===== config.mk =====
export PLATFORM = sky130hd
export DESIGN_NAME = shutdown_wake_ctrl
export DESIGN_NICKNAME = d
export VERILOG_FILES = /design/src/rtl/swc_pkg.sv /design/src/rtl/swc_regctl.sv /design/src/rtl/swc_datapath.sv /design/src/rtl/shutdown_wake_ctrl.sv
export SDC_FILE = /design/constraint.sdc
export NUM_CORES = 1
export LEC_CHECK = 0
export BUFFER_PORTS_ARGS = -buffer_cell sky130_fd_sc_hd__buf_2
export CAP_MARGIN = 5
export CORE_MARGIN = 1.5
export CORE_UTILIZATION = 58
export CTS_CLUSTER_DIAMETER = 150
export DETAILED_ROUTE_END_ITERATION = 10
export HOLD_SLACK_MARGIN = 0.15
export PLACE_DENSITY = 0.95
export REMOVE_ABC_BUFFERS = 1
export SETUP_SLACK_MARGIN = 0.15
export SLEW_MARGIN = 25
export SYNTH_ARGS = -nofsm -noshare
export SYNTH_HDL_FRONTEND = slang
export SYNTH_HIERARCHICAL = 1
export SYNTH_SLANG_ARGS = --single-unit
export TNS_END_PERCENT = 10

===== constraint.sdc =====
create_clock -name clk -period 2.9 [get_ports clk]
set_clock_uncertainty 0.15 [all_clocks]
set_input_delay 0.29 -clock clk [delete_from_list [all_inputs] [get_ports clk]]
set_output_delay 0.29 -clock clk [all_outputs]
set_load 0.02 [all_outputs]

===== src/rtl/swc_pkg.sv =====
package swc_pkg;
  localparam int DATA_W = 32;

  localparam logic [1:0] IDX_CTRL = 2'd0;
  localparam logic [1:0] IDX_MODE = 2'd1;
  localparam logic [1:0] IDX_STAT = 2'd2;
  localparam logic [1:0] IDX_CFG  = 2'd3;

  localparam logic [7:0] SHUT_KEY = 8'hA5;
  localparam int KEY_LSB      = 24;
  localparam int SHUT_BIT     = 0;
  localparam int RTC_EN_BIT   = 17;
  localparam int RTT_EN_BIT   = 16;
  localparam int RTC_FLAG_BIT = 5;
  localparam int RTT_FLAG_BIT = 4;
  localparam int PIN_FLAG_LSB = 16;
  localparam int PIN_EN_LSB   = 0;
  localparam int POL_LSB      = 16;

  typedef struct packed {
    logic       shutReq;
    logic       wrMode;
    logic       wrCfg;
    logic       rdEn;
    logic       rdClr;
    logic [1:0] rdIdx;
  } swc_strobe_t;
endpackage


===== src/rtl/swc_regctl.sv =====
module swc_regctl
  import swc_pkg::*;
#(
  parameter int ADDR_W = 4
) (
  input  logic              busSel,
  input  logic              busWrite,
  input  logic [ADDR_W-1:0] busAddr,
  input  logic [DATA_W-1:0] busWdata,
  output swc_strobe_t       strobe
);
  logic [1:0] regIdx;
  logic       keyOk;
  logic       isWrite;
  logic       isRead;
  logic       unusedBits;

  assign regIdx  = busAddr[3:2];
  assign keyOk   = (busWdata[KEY_LSB +: 8] == SHUT_KEY);
  assign isWrite = busSel & busWrite;
  assign isRead  = busSel & ~busWrite;
  assign unusedBits = ^{busAddr, busWdata};

  always_comb begin
    strobe         = '0;
    strobe.rdIdx   = regIdx;
    strobe.rdEn    = isRead;
    strobe.rdClr   = isRead  && (regIdx == IDX_STAT);
    strobe.wrMode  = isWrite && (regIdx == IDX_MODE);
    strobe.wrCfg   = isWrite && (regIdx == IDX_CFG);
    strobe.shutReq = isWrite && (regIdx == IDX_CTRL) && keyOk && busWdata[SHUT_BIT];
  end
endmodule


===== src/rtl/swc_datapath.sv =====
module swc_datapath
  import swc_pkg::*;
#(
  parameter int NUM_WAKE = 16
) (
  input  logic                clk,
  input  logic                rstN,
  input  swc_strobe_t         strobe,
  input  logic [DATA_W-1:0]   wdata,
  input  logic [NUM_WAKE-1:0] wakePins,
  input  logic                rtcAlarm,
  input  logic                rttAlarm,
  output logic                shutdownOut,
  output logic [DATA_W-1:0]   rdata,
  output logic                modeRtcEn,
  output logic                modeRttEn,
  output logic [NUM_WAKE-1:0] wakeEn,
  output logic [NUM_WAKE-1:0] wakePol,
  output logic [DATA_W-1:0]   statusWord
);
  logic [NUM_WAKE-1:0] pinHit;
  logic [NUM_WAKE-1:0] pinFlags;
  logic                rtcFlag;
  logic                rttFlag;
  logic                rtcHit;
  logic                rttHit;
  logic                anyHit;
  logic                capture;
  logic                shutQ;
  logic [DATA_W-1:0]   modeWord;
  logic [DATA_W-1:0]   cfgWord;
  logic [DATA_W-1:0]   rdataQ;
  logic [DATA_W-1:0]   rdMux;

  for (genvar i = 0; i < NUM_WAKE; i++) begin : g_pin
    assign pinHit[i] = wakeEn[i] & (wakePins[i] == wakePol[i]);
  end

  assign rtcHit  = modeRtcEn & rtcAlarm;
  assign rttHit  = modeRttEn & rttAlarm;
  assign anyHit  = (|pinHit) | rtcHit | rttHit;
  assign capture = shutQ & anyHit;

  always_ff @(posedge clk or negedge rstN) begin
    if (!rstN) begin
      shutQ <= 1'b0;
    end else if (capture) begin
      shutQ <= 1'b0;
    end else if (strobe.shutReq) begin
      shutQ <= 1'b1;
    end
  end

  always_ff @(posedge clk or negedge rstN) begin
    if (!rstN) begin
      modeRtcEn <= 1'b0;
      modeRttEn <= 1'b0;
    end else if (strobe.wrMode) begin
      modeRtcEn <= wdata[RTC_EN_BIT];
      modeRttEn <= wdata[RTT_EN_BIT];
    end
  end

  always_ff @(posedge clk or negedge rstN) begin
    if (!rstN) begin
      wakeEn  <= '0;
      wakePol <= '0;
    end else if (strobe.wrCfg) begin
      wakeEn  <= wdata[PIN_EN_LSB +: NUM_WAKE];
      wakePol <= wdata[POL_LSB +: NUM_WAKE];
    end
  end

  always_ff @(posedge clk or negedge rstN) begin
    if (!rstN) begin
      pinFlags <= '0;
      rtcFlag  <= 1'b0;
      rttFlag  <= 1'b0;
    end else if (capture) begin
      pinFlags <= (strobe.rdClr ? '0 : pinFlags) | pinHit;
      rtcFlag  <= (strobe.rdClr ? 1'b0 : rtcFlag) | rtcHit;
      rttFlag  <= (strobe.rdClr ? 1'b0 : rttFlag) | rttHit;
    end else if (strobe.rdClr) begin
      pinFlags <= '0;
      rtcFlag  <= 1'b0;
      rttFlag  <= 1'b0;
    end
  end

  always_comb begin
    statusWord = '0;
    statusWord[PIN_FLAG_LSB +: NUM_WAKE] = pinFlags;
    statusWord[RTC_FLAG_BIT] = rtcFlag;
    statusWord[RTT_FLAG_BIT] = rttFlag;

    modeWord = '0;
    modeWord[RTC_EN_BIT] = modeRtcEn;
    modeWord[RTT_EN_BIT] = modeRttEn;

    cfgWord = '0;
    cfgWord[PIN_EN_LSB +: NUM_WAKE] = wakeEn;
    cfgWord[POL_LSB +: NUM_WAKE]    = wakePol;

    unique case (strobe.rdIdx)
      IDX_MODE: rdMux = modeWord;
      IDX_STAT: rdMux = statusWord;
      IDX_CFG:  rdMux = cfgWord;
      default:  rdMux = '0;
    endcase
  end

  always_ff @(posedge clk or negedge rstN) begin
    if (!rstN) begin
      rdataQ <= '0;
    end else if (strobe.rdEn) begin
      rdataQ <= rdMux;
    end
  end

  assign shutdownOut = shutQ;
  assign rdata       = rdataQ;
endmodule


===== src/rtl/shutdown_wake_ctrl.sv =====
module shutdown_wake_ctrl
  import swc_pkg::*;
#(
  parameter int ADDR_W   = 4,
  parameter int NUM_WAKE = 16
) (
  input  logic                clk,
  input  logic                rstN,
  input  logic                busSel,
  input  logic                busWrite,
  input  logic [ADDR_W-1:0]   busAddr,
  input  logic [31:0]         busWdata,
  output logic [31:0]         busRdata,
  input  logic [NUM_WAKE-1:0] wakePins,
  input  logic                rtcAlarm,
  input  logic                rttAlarm,
  output logic                shutdownOut
);
  swc_strobe_t         strobe;
  logic                modeRtcEn;
  logic                modeRttEn;
  logic [NUM_WAKE-1:0] wakeEn;
  logic [NUM_WAKE-1:0] wakePol;
  logic [DATA_W-1:0]   statusWord;

  swc_regctl #(.ADDR_W(ADDR_W)) i_regctl (
    .busSel   (busSel),
    .busWrite (busWrite),
    .busAddr  (busAddr),
    .busWdata (busWdata),
    .strobe   (strobe)
  );

  swc_datapath #(.NUM_WAKE(NUM_WAKE)) i_datapath (
    .clk         (clk),
    .rstN        (rstN),
    .strobe      (strobe),
    .wdata       (busWdata),
    .wakePins    (wakePins),
    .rtcAlarm    (rtcAlarm),
    .rttAlarm    (rttAlarm),
    .shutdownOut (shutdownOut),
    .rdata       (busRdata),
    .modeRtcEn   (modeRtcEn),
    .modeRttEn   (modeRttEn),
    .wakeEn      (wakeEn),
    .wakePol     (wakePol),
    .statusWord  (statusWord)
  );
endmodule


Word-level counts from Yosys, hierarchy flattened. Cells that the tools add are included.

Eq/ne operators: 20. Multiplexer cells: 9. Bitwise logic cells: 27. Reductions and logical operators: 9.

Operator list (count): 32-bit one-hot mux with 3 select lines (1); 16-bit two-way mux (2); 1-bit bitwise AND (21); 1-bit == test (16); 16-bit OR (1); 16-bit OR reduction (1); 8-bit == test (second input constant) (1); 1-bit logical AND (6); 1-bit two-way mux (6); 2-bit == test (second input constant) (2); 1-bit OR (4); 2-bit by 1-bit == test with 1-bit output (second input constant) (1); 2-bit zero test (1); 2-bit nonzero test (1); 1-bit NOT (1).

Register bits: 85. Input bits: 58. Output and inout bits: 33. Logic and storage cells: 74.

Depth between registers and ports, before layout.
Depth after elaboration: 7. Mapped depth: 8.

Cells and area by module. The synthesis kept the hierarchy.

Modules (own cells, without submodules): swc_datapath (times used 1, cells each 336, area an instance 3766.1 µm², seq. area each 2127.0 µm²); swc_regctl (times used 1, cells each 14, area an instance 95.1 µm², seq. area each 0.0 µm²).

Least setup slack after synthesis. Ideal clock, no wire load.

Path kind: input-to-reg. From: input port busSel. To: register i_datapath.rdataQ[14], in the netlist i_datapath/rdata[14]. Library setup time: 0.136 ns. Arrival: 1.237 ns. Data required time: 2.614 ns. Path slack: 1.376 ns. Stages: 8. Cell sequence: nor2b_1 -> buf_4 -> buf_2 -> and3_1 -> buf_2 -> buf_2 -> nand2_1 -> o21ai_0.

RTL lines: start, declared (RTL line shutdown_wake_ctrl.sv:9) `input logic busSel,`; end signal, assigned (RTL line swc_datapath.sv:116) `rdataQ <= rdMux;`; end, declared (RTL line swc_datapath.sv:32) `logic [DATA_W-1:0] rdataQ;`.

==> qor.yml <==
first_global_vias: 3099
wl_met1_mm: 3.76
ctsLongestPathBuffers: 2
finalWorstSetupSlack_ns: 1.08
combPwrFrac: 0.197
path_max_fanout: 2
path_buf_inv: 3
cap_violations: 0
viasPerCell: 5.50
final_cell_mix: "87 x buf_2, 85 x dfrtp_1, 51 x inv_1"
io_buffers: 88
swShare: 0.274
seqPwrFrac: 0.484
path_depth: 6
path_cells: "dlygate4sd3_1, buf_2, or4b_1, nor4_2, inv_1, o32ai_2"
dr.pass1.iters: 4
startpoint_type: "input pin"
path_clk_slew_ns: 0.07
wl_per_cell_um: 16.9
min_path_type: "in2reg"
area_delta_synth_final_pct: 31.0
holdPathStages: 4
worstPathArrival_ns: 1.93
wl_met2_mm: 4.78
r2r_cells: 5
crit_path_end_kind: "flop"
final_common_cell: "buf_2"
p_per_area_nw_per_um2: 635
power.switching_uw: 852
fp.coreArea_um2: 6280
drc_errors: 0
pre_cts_slack_ns: 0.914
die_area_um2: 6930
core.rowCount: 29
finalPower_uw: 3110
power.share.clock: 0.319
dpl.hpwl_mm: 5.71
worstSetupPathType: "in2reg"
tns_ns: 0
pin_count: 91
top_layer_used: "met4"
antenna_found_initial: 0
htree_levels: 3
initial_utilization: 0.595
status: "finished clean"
required_ns: 3.01
netlist_area_um2: 3740
drive_gt1_frac: 0.323
drv_slew: 0
routed_wl_mm: 9.15
drt_iter0_drc: 195
fin_area_um2: 4890
fp.dieH_um: 83.3
min_period_over_period: 0.628
placedInstanceArea_um2: 4250
met3_length_um: 413
diodes: 0
synthCells: 333
rsz0062_at_grt: "false"
grt_util_all_layers: 0.274
numClockSinks: 85
numCtsBuffers: 9
path_delay_family: "simple AND/OR/NAND/NOR gates"
crit_slowest_cell: "dlygate4sd3_1"
grt_max_degree: 86
nNetsFinal: 517
tightest_slew_ns: 0.753
fmax_ghz: 0.549
slew_headroom: 0.498
die_x_um: 83.3
dr_total_vias: 2977
p_int_uw: 2260
finalWeightedCongestion: 0.818
hold_violations: 0
cts_tree: "yes"
ys_warn_count: 6
slowest_delay_ns: 0.54
ctsResizeCount: 0
vdd_drop_max_v: 0.000470
p_leak_uw: 0.00229
grt_pass1_wl_mm: 14.7
cts_root_buf: "clkbuf_8"
overflow: 0
clock_latency_ns: 0.35
fin_crit_ns: 1.82
ant_nets: 0
avgSynthCellArea_um2: 11.2
setup-violations-final: 0
-- power groups by stage --
stage / Sequential, uW / Clock (uW) / Combinational, uW
floorplan: 1560 / 0 / 299
global route: 1520 / 1060 / 662
finish: 1500 / 994 / 612
detailed placement: 1520 / 0 / 565
CTS: 1500 / 1010 / 609
global placement: 1500 / 0 / 545
-- worst min-delay path, stage by stage --
cell and delay [ns]:
buf_2 0.09, xnor2_1 0.07, nand3_1 0.08, o21ai_0 0.07
-- layout make-up --
| class | instances | area, um2 |
|---|---|---|
| multi-input combinational | 178 | 1340 |
| sequential | 85 | 2130 |
| clock buffer | 12 | 145 |
| fill | 406 | 1380 |
| tap | 77 | 96.3 |
| clock inverter | 4 | 95.1 |
| inverter | 51 | 191 |
| timing repair buffer | 134 | 905 |
-- per-stage QoR --
step           hold WS, ns  utilization  instances
2_1_floorplan       -0.156            -        314
3_3_place_gp         0.334        0.677        485
3_5_place_dp         0.344        0.677        485
4_1_cts              0.151        0.779        541
5_1_grt              0.164        0.780        541
6_report             0.147        0.780        541
-- per-layer routing --
metal	vias up	track usage
met3	21	0.0527
met1	1489	0.329
li1	1372	-
met4	0	0.120
met5	-	0
met2	95	0.480
-- flip-flops by register name, summed over array words and instances, names as in the netlist --
name and count:
i_datapath/modeRtcEn 1, i_datapath/modeRttEn 1, i_datapath/pinFlags 16, i_datapath/rdata 32
i_datapath/rtcFlag 1, i_datapath/rttFlag 1, i_datapath/shutdownOut 1, i_datapath/wakeEn 16
i_datapath/wakePol 16
-- worst paths after layout --
check                                            start                      to  slack [ns]
worst max-delay path                      busWdata[27]  i_datapath/shutdownOut        1.08
max in group asynchronous                         rstN     i_datapath/rdata[3]        1.68
worst min-delay path                       wakePins[6]  i_datapath/pinFlags[6]        0.15
worst max register to register  i_datapath/shutdownOut  i_datapath/shutdownOut        1.32
min in group asynchronous                         rstN   i_datapath/wakePol[5]        0.39
worst min register to register    i_datapath/wakeEn[3]     i_datapath/rdata[3]        0.36
-- repair_timing --
| action | CTS | global route |
|---|---|---|
| setup buffers | 0 | 0 |
| hold buffers | 40 | 0 |
| hold endpoints to repair | 126 | 0 |
Note: power is estimated with default switching activity, not from simulation.
